File: config.mk
export PLATFORM = sky130hd
export DESIGN_NAME = exc_entry_seq
export DESIGN_NICKNAME = d
export VERILOG_FILES = /design/src/rtl/exc_pkg.sv /design/src/rtl/exc_ret_addr.sv /design/src/rtl/exc_vec_addr.sv /design/src/rtl/exc_seq_ctrl.sv /design/src/rtl/exc_entry_seq.sv
export SDC_FILE = /design/constraint.sdc
export NUM_CORES = 1
export LEC_CHECK = 0
export BUFFER_PORTS_ARGS = -buffer_cell sky130_fd_sc_hd__buf_2
export CAP_MARGIN = 20
export CELL_PAD_IN_SITES_DETAIL_PLACEMENT = 1
export CELL_PAD_IN_SITES_GLOBAL_PLACEMENT = 1
export CORE_MARGIN = 3
export CORE_UTILIZATION = 40
export DETAILED_ROUTE_END_ITERATION = 16
export GPL_ROUTABILITY_DRIVEN = 0
export PLACE_DENSITY = 0.89
export SYNTH_ARGS = -nofsm -noshare
export SYNTH_HDL_FRONTEND = slang
export SYNTH_SLANG_ARGS = --single-unit
File: constraint.sdc
create_clock -name clk -period 4.95 [get_ports clk]
set_input_delay 0 -clock clk [delete_from_list [all_inputs] [get_ports clk]]
set_output_delay 0 -clock clk [all_outputs]
set_load 0.02 [all_outputs]
File: src/rtl/exc_pkg.sv
package exc_pkg;

    typedef enum logic [2:0] {
        ST_IDLE   = 3'd0,
        ST_DEC_PS = 3'd1,
        ST_WR_PS  = 3'd2,
        ST_DEC_RA = 3'd3,
        ST_WR_RA  = 3'd4,
        ST_MASK   = 3'd5,
        ST_FIN    = 3'd6
    } seq_state_e;

    localparam logic [1:0] CLS_SHORT = 2'b00;
    localparam logic [1:0] CLS_MED   = 2'b01;
    localparam logic [1:0] CLS_LONG  = 2'b10;
    localparam logic [1:0] CLS_OTHER = 2'b11;

endpackage

File: src/rtl/exc_ret_addr.sv
module exc_ret_addr #(
    parameter int AW = 32
) (
    input  logic [AW-1:0] pc_i,
    input  logic [1:0]    iclass_i,
    output logic [AW-1:0] ret_o
);
    import exc_pkg::*;

    logic [3:0] step;

    always_comb begin
        unique case (iclass_i)
            CLS_LONG: step = 4'd6;
            CLS_MED:  step = 4'd4;
            default:  step = 4'd2;
        endcase
        ret_o = pc_i + AW'(step);
    end
endmodule

File: src/rtl/exc_vec_addr.sv
module exc_vec_addr #(
    parameter int          AW       = 32,
    parameter int          NUM_W    = 8,
    parameter logic [31:0] VEC_BASE = 32'h000F_FC00
) (
    input  logic [NUM_W-1:0] num_i,
    output logic [AW-1:0]    vec_o
);
    localparam logic [NUM_W-1:0] TOP_NUM = {NUM_W{1'b1}};

    logic [NUM_W-1:0] slot;

    always_comb begin
        slot  = TOP_NUM - num_i;
        vec_o = AW'(VEC_BASE) + (AW'(slot) << 2);
    end
endmodule

File: src/rtl/exc_seq_ctrl.sv
module exc_seq_ctrl #(
    parameter int AW    = 32,
    parameter int DW    = 32,
    parameter int LVL_W = 5,
    parameter int NUM_W = 8
) (
    input  logic             clk,
    input  logic             rst_n,
    input  logic             start_i,
    input  logic [LVL_W-1:0] level_i,
    input  logic [NUM_W-1:0] irq_num_i,
    input  logic [AW-1:0]    ret_i,
    input  logic [DW-1:0]    status_i,
    input  logic [AW-1:0]    ssp_i,
    input  logic [AW-1:0]    vec_i,
    output logic [NUM_W-1:0] num_o,
    output logic             busy_o,
    output logic             done_o,
    output logic [AW-1:0]    sp_o,
    output logic [LVL_W-1:0] ilm_o,
    output logic [AW-1:0]    vec_addr_o,
    output logic             mem_we_o,
    output logic [DW/8-1:0]  mem_be_o,
    output logic [AW-1:0]    mem_addr_o,
    output logic [DW-1:0]    mem_wdata_o
);
    import exc_pkg::*;

    localparam int          BE_W     = DW / 8;
    localparam logic [AW-1:0] WORD   = AW'(4);

    typedef struct packed {
        seq_state_e       st;
        logic [AW-1:0]    sp;
        logic [DW-1:0]    ps;
        logic [AW-1:0]    ra;
        logic [LVL_W-1:0] lvl;
        logic [NUM_W-1:0] num;
        logic [LVL_W-1:0] ilm;
        logic [AW-1:0]    vec;
    } seq_regs_t;

    seq_regs_t r_q, r_d;

    always_comb begin
        r_d = r_q;
        unique case (r_q.st)
            ST_IDLE: begin
                if (start_i) begin
                    r_d.st  = ST_DEC_PS;
                    r_d.sp  = ssp_i;
                    r_d.ps  = status_i;
                    r_d.ra  = ret_i;
                    r_d.lvl = level_i;
                    r_d.num = irq_num_i;
                end
            end
            ST_DEC_PS: begin
                r_d.sp = r_q.sp - WORD;
                r_d.st = ST_WR_PS;
            end
            ST_WR_PS:  r_d.st = ST_DEC_RA;
            ST_DEC_RA: begin
                r_d.sp = r_q.sp - WORD;
                r_d.st = ST_WR_RA;
            end
            ST_WR_RA:  r_d.st = ST_MASK;
            ST_MASK: begin
                r_d.ilm = r_q.lvl;
                r_d.vec = vec_i;
                r_d.st  = ST_FIN;
            end
            ST_FIN:    r_d.st = ST_IDLE;
            default:   r_d.st = ST_IDLE;
        endcase
    end

    always_ff @(posedge clk or negedge rst_n) begin
        if (!rst_n) begin
            r_q.st  <= ST_IDLE;
            r_q.sp  <= '0;
            r_q.ps  <= '0;
            r_q.ra  <= '0;
            r_q.lvl <= '0;
            r_q.num <= '0;
            r_q.ilm <= '1;
            r_q.vec <= '0;
        end else begin
            r_q <= r_d;
        end
    end

    logic wr_ps, wr_ra;

    always_comb begin
        wr_ps       = (r_q.st == ST_WR_PS);
        wr_ra       = (r_q.st == ST_WR_RA);
        mem_we_o    = wr_ps | wr_ra;
        mem_be_o    = mem_we_o ? {BE_W{1'b1}} : '0;
        mem_addr_o  = r_q.sp;
        mem_wdata_o = wr_ra ? DW'(r_q.ra) : r_q.ps;
        busy_o      = (r_q.st != ST_IDLE);
        done_o      = (r_q.st == ST_FIN);
        sp_o        = r_q.sp;
        ilm_o       = r_q.ilm;
        vec_addr_o  = r_q.vec;
        num_o       = r_q.num;
    end
endmodule

File: src/rtl/exc_entry_seq.sv
module exc_entry_seq #(
    parameter int          AW       = 32,
    parameter int          DW       = 32,
    parameter int          LVL_W    = 5,
    parameter int          NUM_W    = 8,
    parameter logic [31:0] VEC_BASE = 32'h000F_FC00
) (
    input  logic             clk,
    input  logic             rst_n,
    input  logic             start_i,
    input  logic [LVL_W-1:0] level_i,
    input  logic [NUM_W-1:0] irq_num_i,
    input  logic [AW-1:0]    pc_i,
    input  logic [1:0]       iclass_i,
    input  logic [DW-1:0]    status_i,
    input  logic [AW-1:0]    ssp_i,
    output logic             busy_o,
    output logic             done_o,
    output logic [AW-1:0]    sp_o,
    output logic [LVL_W-1:0] ilm_o,
    output logic [AW-1:0]    vec_addr_o,
    output logic             mem_we_o,
    output logic [DW/8-1:0]  mem_be_o,
    output logic [AW-1:0]    mem_addr_o,
    output logic [DW-1:0]    mem_wdata_o
);
    logic [AW-1:0]    ret_w;
    logic [AW-1:0]    vec_w;
    logic [NUM_W-1:0] num_w;

    exc_ret_addr #(.AW(AW)) u_ret (
        .pc_i     (pc_i),
        .iclass_i (iclass_i),
        .ret_o    (ret_w)
    );

    exc_vec_addr #(.AW(AW), .NUM_W(NUM_W), .VEC_BASE(VEC_BASE)) u_vec (
        .num_i (num_w),
        .vec_o (vec_w)
    );

    exc_seq_ctrl #(.AW(AW), .DW(DW), .LVL_W(LVL_W), .NUM_W(NUM_W)) u_ctrl (
        .clk         (clk),
        .rst_n       (rst_n),
        .start_i     (start_i),
        .level_i     (level_i),
        .irq_num_i   (irq_num_i),
        .ret_i       (ret_w),
        .status_i    (status_i),
        .ssp_i       (ssp_i),
        .vec_i       (vec_w),
        .num_o       (num_w),
        .busy_o      (busy_o),
        .done_o      (done_o),
        .sp_o        (sp_o),
        .ilm_o       (ilm_o),
        .vec_addr_o  (vec_addr_o),
        .mem_we_o    (mem_we_o),
        .mem_be_o    (mem_be_o),
        .mem_addr_o  (mem_addr_o),
        .mem_wdata_o (mem_wdata_o)
    );
endmodule

# After elaboration in Yosys (flattened, before gate mapping)
# Cells that the tools add are included.
dict set report totals {
  register_bits 149
  input_bits 114
  output_inout_bits 140
  wordCells 34
}
dict set report op_classes {
  n_addsub 4
  eq_ne 9
  muxes 6
  bitwise_logic 1
  n_reduce_logical 6
}
# op count
set op_table {}
lappend op_table {{112-bit two-way mux} 1}
lappend op_table {{32-bit case mux with 2 select lines} 1}
lappend op_table {{32-bit by 3-bit adder with 32-bit output} 1}
lappend op_table {{32-bit two-way mux} 1}
lappend op_table {{32-bit by 3-bit subtractor with 32-bit output, second input constant} 1}
lappend op_table {{20-bit by 10-bit adder with 21-bit output, first input constant} 1}
lappend op_table {{3-bit case mux with 6 select lines} 1}
lappend op_table {{3-bit equality test, second input constant} 3}
lappend op_table {{8-bit subtractor, first input constant} 1}
lappend op_table {{3-bit by 2-bit equality test with 1-bit output, second input constant} 2}
lappend op_table {{3-bit case mux with 2 select lines} 1}
lappend op_table {{4-bit two-way mux} 1}
lappend op_table {{2-bit AND reduction} 2}
lappend op_table {{3-bit by 1-bit equality test with 1-bit output, second input constant} 1}
lappend op_table {{3-bit zero test} 1}
lappend op_table {{3-bit nonzero test} 1}
lappend op_table {{2-bit by 1-bit equality test with 1-bit output, second input constant} 1}
lappend op_table {{2-bit equality test, second input constant} 1}
lappend op_table {{2-bit inequality test, second input constant} 1}
lappend op_table {{2-bit nonzero test} 1}
lappend op_table {{2-bit OR reduction} 1}
lappend op_table {{1-bit bitwise OR} 1}

# Logic depth before layout (Yosys ltp)
dict set report logic_depth {
  word_depth 5
  depth_mapped 10
  ltp_nobuf 10
}

# Hierarchy
# A second synthesis with hierarchy kept.
dict set report unflattened {
  cells_unflattened 915
  hier_area_um2 8454.4
}
# module n_inst cells_each area_each_um2 seq_area_each_um2
set by_module_without_submodules {}
lappend by_module_without_submodules {exc_seq_ctrl 1 789 7536.0 3734.8}
lappend by_module_without_submodules {exc_ret_addr 1 92 700.7 0.0}
lappend by_module_without_submodules {exc_vec_addr 1 34 217.7 0.0}

# Worst setup path before layout
# Ideal clock, no wire load.
dict set report synth_path {
  kind {flip-flop to flip-flop}
  startpoint {reg u_ctrl.r_q (netlist bit u_ctrl.mem_addr_o[22])}
  endpoint {reg u_ctrl.r_q (netlist bit u_ctrl.mem_addr_o[26])}
  setup_time_ps 126
  t_arrival_ps 2084
  t_required_ps 4824
  path_slack_ps 2740
  stages_incl_launch_ff 6
  n_path_buf 0
  period_less_slack_ps 2210
  path_cell_list {dfrtp_1 -> or4_4 -> or3_1 -> nor3_1 -> mux2_1 -> a221o_1}
}
dict set report synth_via {
  elab_chain_len 2
}
# item line
set synth_rtl {}
lappend synth_rtl {{start: declaration} exc_seq_ctrl.sv:43} ;# seq_regs_t r_q, r_d;
lappend synth_rtl {{start signal: assignment} exc_seq_ctrl.sv:89} ;# r_q <= r_d;
lappend synth_rtl {{32-bit by 3-bit subtractor with 32-bit output} {exc_seq_ctrl.sv:59, exc_seq_ctrl.sv:64}}
lappend synth_rtl {{32-bit case mux with 2 select lines} exc_seq_ctrl.sv:47} ;# unique case (r_q.st)
# Every way passes these cells.
# A chain may end at the register's enable or synchronous reset.

# Worst setup path after layout
dict set report layout_path {
  startpoint {reg u_ctrl.r_q[148] (netlist name)}
  endpoint {reg u_ctrl.r_q[104] (netlist name)}
}
dict set report layout_via {
  elab_chain_len 2
}
# item line
set layout_rtl {}
lappend layout_rtl {{3-bit zero test} exc_seq_ctrl.sv:47}
lappend layout_rtl {{2-bit AND reduction (no source line)} n/a}
# Every way passes these cells.

==> results.py <==
metrics = {
    "status": {
        "run_status": "completed",
    },
    "worst_setup_path": {
        "cp.arrival_ns": 3.37,
        "crit_buf_inv": 2,
        "crit-reg2reg-capture": "u_ctrl.r_q[104]",
        "r2r_start": "u_ctrl.r_q[148]",
        "path_cells": "buf_4, or3b_2, nor2_4, buf_4, nand2_1, nand2_1",
        "end_kind": "flip-flop",
        "worstRegToRegCells": 6,
        "cp_max_fo": 39,
        "required_ns": 5.29,
        "cp_top_family": "simple AND/OR/NAND/NOR gates",
        "slowest_delay_ns": 0.68,
        "critPathLaunchType": "flip-flop",
        "cp_slowest_cell": "or3b_2",
        "worst-setup-path-type": "reg -> reg",
        "cp-startpoint": "u_ctrl.r_q[148]",
        "ff2ff_setup_slack_ns": 1.92,
    },
    "synthesis": {
        "ys.flop_type": "dfrtp_1",
        "synth_area_um2": 7340,
        "yosys_warnings": 0,
        "synth.distinct_cells": 59,
        "syn_area_per_cell_um2": 8.77,
        "ys_ff_latch": 126,
        "synth_cells": 836,
        "synth-simple-area-share_pct": 22.5,
        "synth_top_family_by_area": "simple AND/OR/NAND/NOR gates",
        "yosys.area_share.adder_pct": 0.955,
        "yosys-top-cells-area": "dfrtp_1 (41%), nand2_1 (12%), buf_4 (11%)",
        "synth_compound_area_share_pct": 9.11,
        "synth_top_area_share_pct": 41.3,
        "synth_edf_count": 0,
        "synthArstFlopShare_pct": 100,
        "synth_top_cell_by_area": "dfrtp_1",
        "synthMuxAreaShare_pct": 7.33,
        "synthXorXnorAreaFrac_pct": 3.82,
        "ys_seq_area_share_pct": 43.1,
    },
    "global_route": {
        "grt_start_max_net_pins": 94,
        "grt_antenna_before_repair": 3,
        "grt.total_usage_pct": 27.0,
        "grt_pass1_vias": 7814,
        "overflow": 0,
        "grt_pass1_wl_um": 42700,
    },
    "floorplanning": {
        "initial_core_util_pct": 41.7,
        "ios": 254,
        "fp.dieArea_um2": 20000,
        "rows": 48,
        "die_y_um": 141,
        "die_w_um": 141,
        "core-area_um2": 17600,
    },
    "timing": {
        "fin_crit_ns": 3.03,
        "relSlewSlack_pct": 28.5,
        "rsz0062_at_grt": "no",
        "drv_slew": 0,
        "worst_slew_pin_slew_ns": 1.07,
        "fin_tns_setup_ns": 0,
        "fmax_mhz": 330,
        "finalHoldViolCount": 0,
        "skew_ns": 0.0111,
        "fin_crit_sh_pct": 61.2,
        "final.setup.worst_slack_ns": 1.92,
        "setup_viol": 0,
    },
    "cts": {
        "cts_tree": "built",
        "cts_buffers": 17,
        "htree_levels": 4,
        "cts.path.max_buffers": 2,
        "cts_setup_buffers": 0,
        "clock-sinks": 126,
        "clk_latency_ns": 0.41,
        "clkTransAtPathRegs_ns": 0.06,
        "cts_root_buf": "clkbuf_16",
    },
    "min_path": {
        "hold_path_end": "u_ctrl.mem_addr_o[9]",
        "hold_depth": 5,
        "hp-start": "start_i",
        "min_path_type": "in -> reg",
    },
    "placement": {
        "place_area_um2": 8030,
        "preCtsSetupSlack_ns": 2.04,
        "dpl.hpwl_um": 15600,
        "port_buffers": 239,
        "dp_cells": 1178,
    },
    "layout": {
        "fillers": 2094,
        "multi_input_area_um2": 3280,
        "register_area_um2": 3160,
        "instances_no_fill": 1323,
        "layout_common_cells": "buf_2 (238), nand2_1 (236), dfrtp_1 (121)",
        "drive_gt1_share_pct": 31.1,
        "fin_area_um2": 9790,
        "final_common_cell": "buf_2",
        "fin_nets": 1201,
        "area_growth_pct": 33.5,
    },
    "detailed_routing": {
        "dr.pass1.iters": 4,
        "drt_first_iter_violations": 396,
        "num_vias": 7067,
        "via_per_inst": 5.34,
        "routed_wl_um": 27300,
        "antenna_left": 0,
        "wl_per_cell_um": 20.6,
        "drc_errors": 0,
    },
    "flow_run": {
        "maxCapViolations": 0,
    },
    "power_and_ir_drop": {
        "p_leak_uw": 0.00469,
        "power.total_uw": 6490,
        "vdd_drop_max_mv": 0.292,
        "p_per_area_nw_per_um2": 663,
    },
}
cell families (layout without fill, tap and decap cells):
family                     Yosys count  count (layout)
DFF                                126             126
adders and majority gates            5               5
and+or+nand+nor                    362             362
AOI/OAI and AO/OA                  109             109
other                                1              17
buffers and inverters              152             398
xor gates and xnor gates            32              32
muxes                               49              49
worst register-to-register path: cells and delay by family, from the launching register on:
| family | cells | cell delay, ns |
|---|---|---|
| and+or+nand+nor | 4 | 1.63 |
| buffers and inverters | 2 | 0.80 |
| DFF | 1 | 0.53 |
layout make-up:
type,count,share of cell area (%)
Antenna cell,3,0.0767
Inverter,7,0.268
Timing Repair Buffer,359,24.4
Tap cell,225,2.88
Clock inverter,13,1.90
Sequential cell,126,32.3
Multi-Input combinational cell,571,33.5
Clock buffer,19,4.63
Yosys cell counts, drive strengths merged (2+ instances only):
| cell type | instances |
|---|---|
| a211oi | 2 |
| a21oi | 25 |
| a221o | 2 |
| a32oi | 3 |
| and2 | 3 |
| and3 | 6 |
| and4 | 3 |
| buf | 106 |
| clkbuf | 39 |
| dfrtp | 121 |
| dfstp | 5 |
| ha | 4 |
| inv | 7 |
| mux2 | 38 |
| mux2i | 11 |
| nand2 | 237 |
| nand2b | 5 |
| nand3 | 19 |
| nand4 | 13 |
| nor2 | 29 |
| nor2b | 2 |
| nor3 | 17 |
| nor3b | 2 |
| nor4 | 7 |
| o211ai | 8 |
| o21ai | 49 |
| o22ai | 2 |
| o311ai | 4 |
| o41ai | 6 |
| or2 | 2 |
| or3 | 8 |
| or4 | 5 |
| xnor2 | 10 |
| xor2 | 22 |
repair_timing:
item,4_1_cts,5_1_grt
hold endpoints to repair,179,4
hold buffers,108,1
resized for setup,0,0
worst max-delay path by stage:
stage,end,cells after the start
floorplan,u_ctrl.mem_addr_o[26],5
global placement,u_ctrl.mem_addr_o[4],6
detailed placement,u_ctrl.mem_addr_o[4],6
CTS,u_ctrl.mem_addr_o[16],6
global route,u_ctrl.r_q[104],6
finish,u_ctrl.r_q[104],6
per-stage QoR:
stage                     hold WS, ns  utilization (%)
final                          0.0288             55.6
after global routing           0.0344             55.6
after CTS                     0.00621             55.4
after detailed placement        0.198             45.6
after global placement          0.189             45.6
after floorplan                -0.296                -
state kept, by name (all words and copies together), names as in the netlist:
signal,count
u_ctrl.ilm_o,5
u_ctrl.mem_addr_o,32
u_ctrl.num_o,8
u_ctrl.r_q,72
u_ctrl.vec_addr_o,9
power by group:
part | internal [uW] | total, uW | leakage (uW) | switching, uW
combinational | 1070 | 3070 | 0.00286 | 2000
sequential | 1540 | 2060 | 0.00153 | 514
clock | 872 | 1360 | 0.000302 | 488
routing by layer:
metal / wire length [um] / part of all wire, % / track usage [%]
met5: 0 / 0 / 0
met4: 897 / 3.3 / 10.4
met3: 1620 / 5.9 / 5.73
met2: 14600 / 54 / 51.0
met1: 10200 / 37 / 29.4
Note: power is estimated with default switching activity, not from simulation.
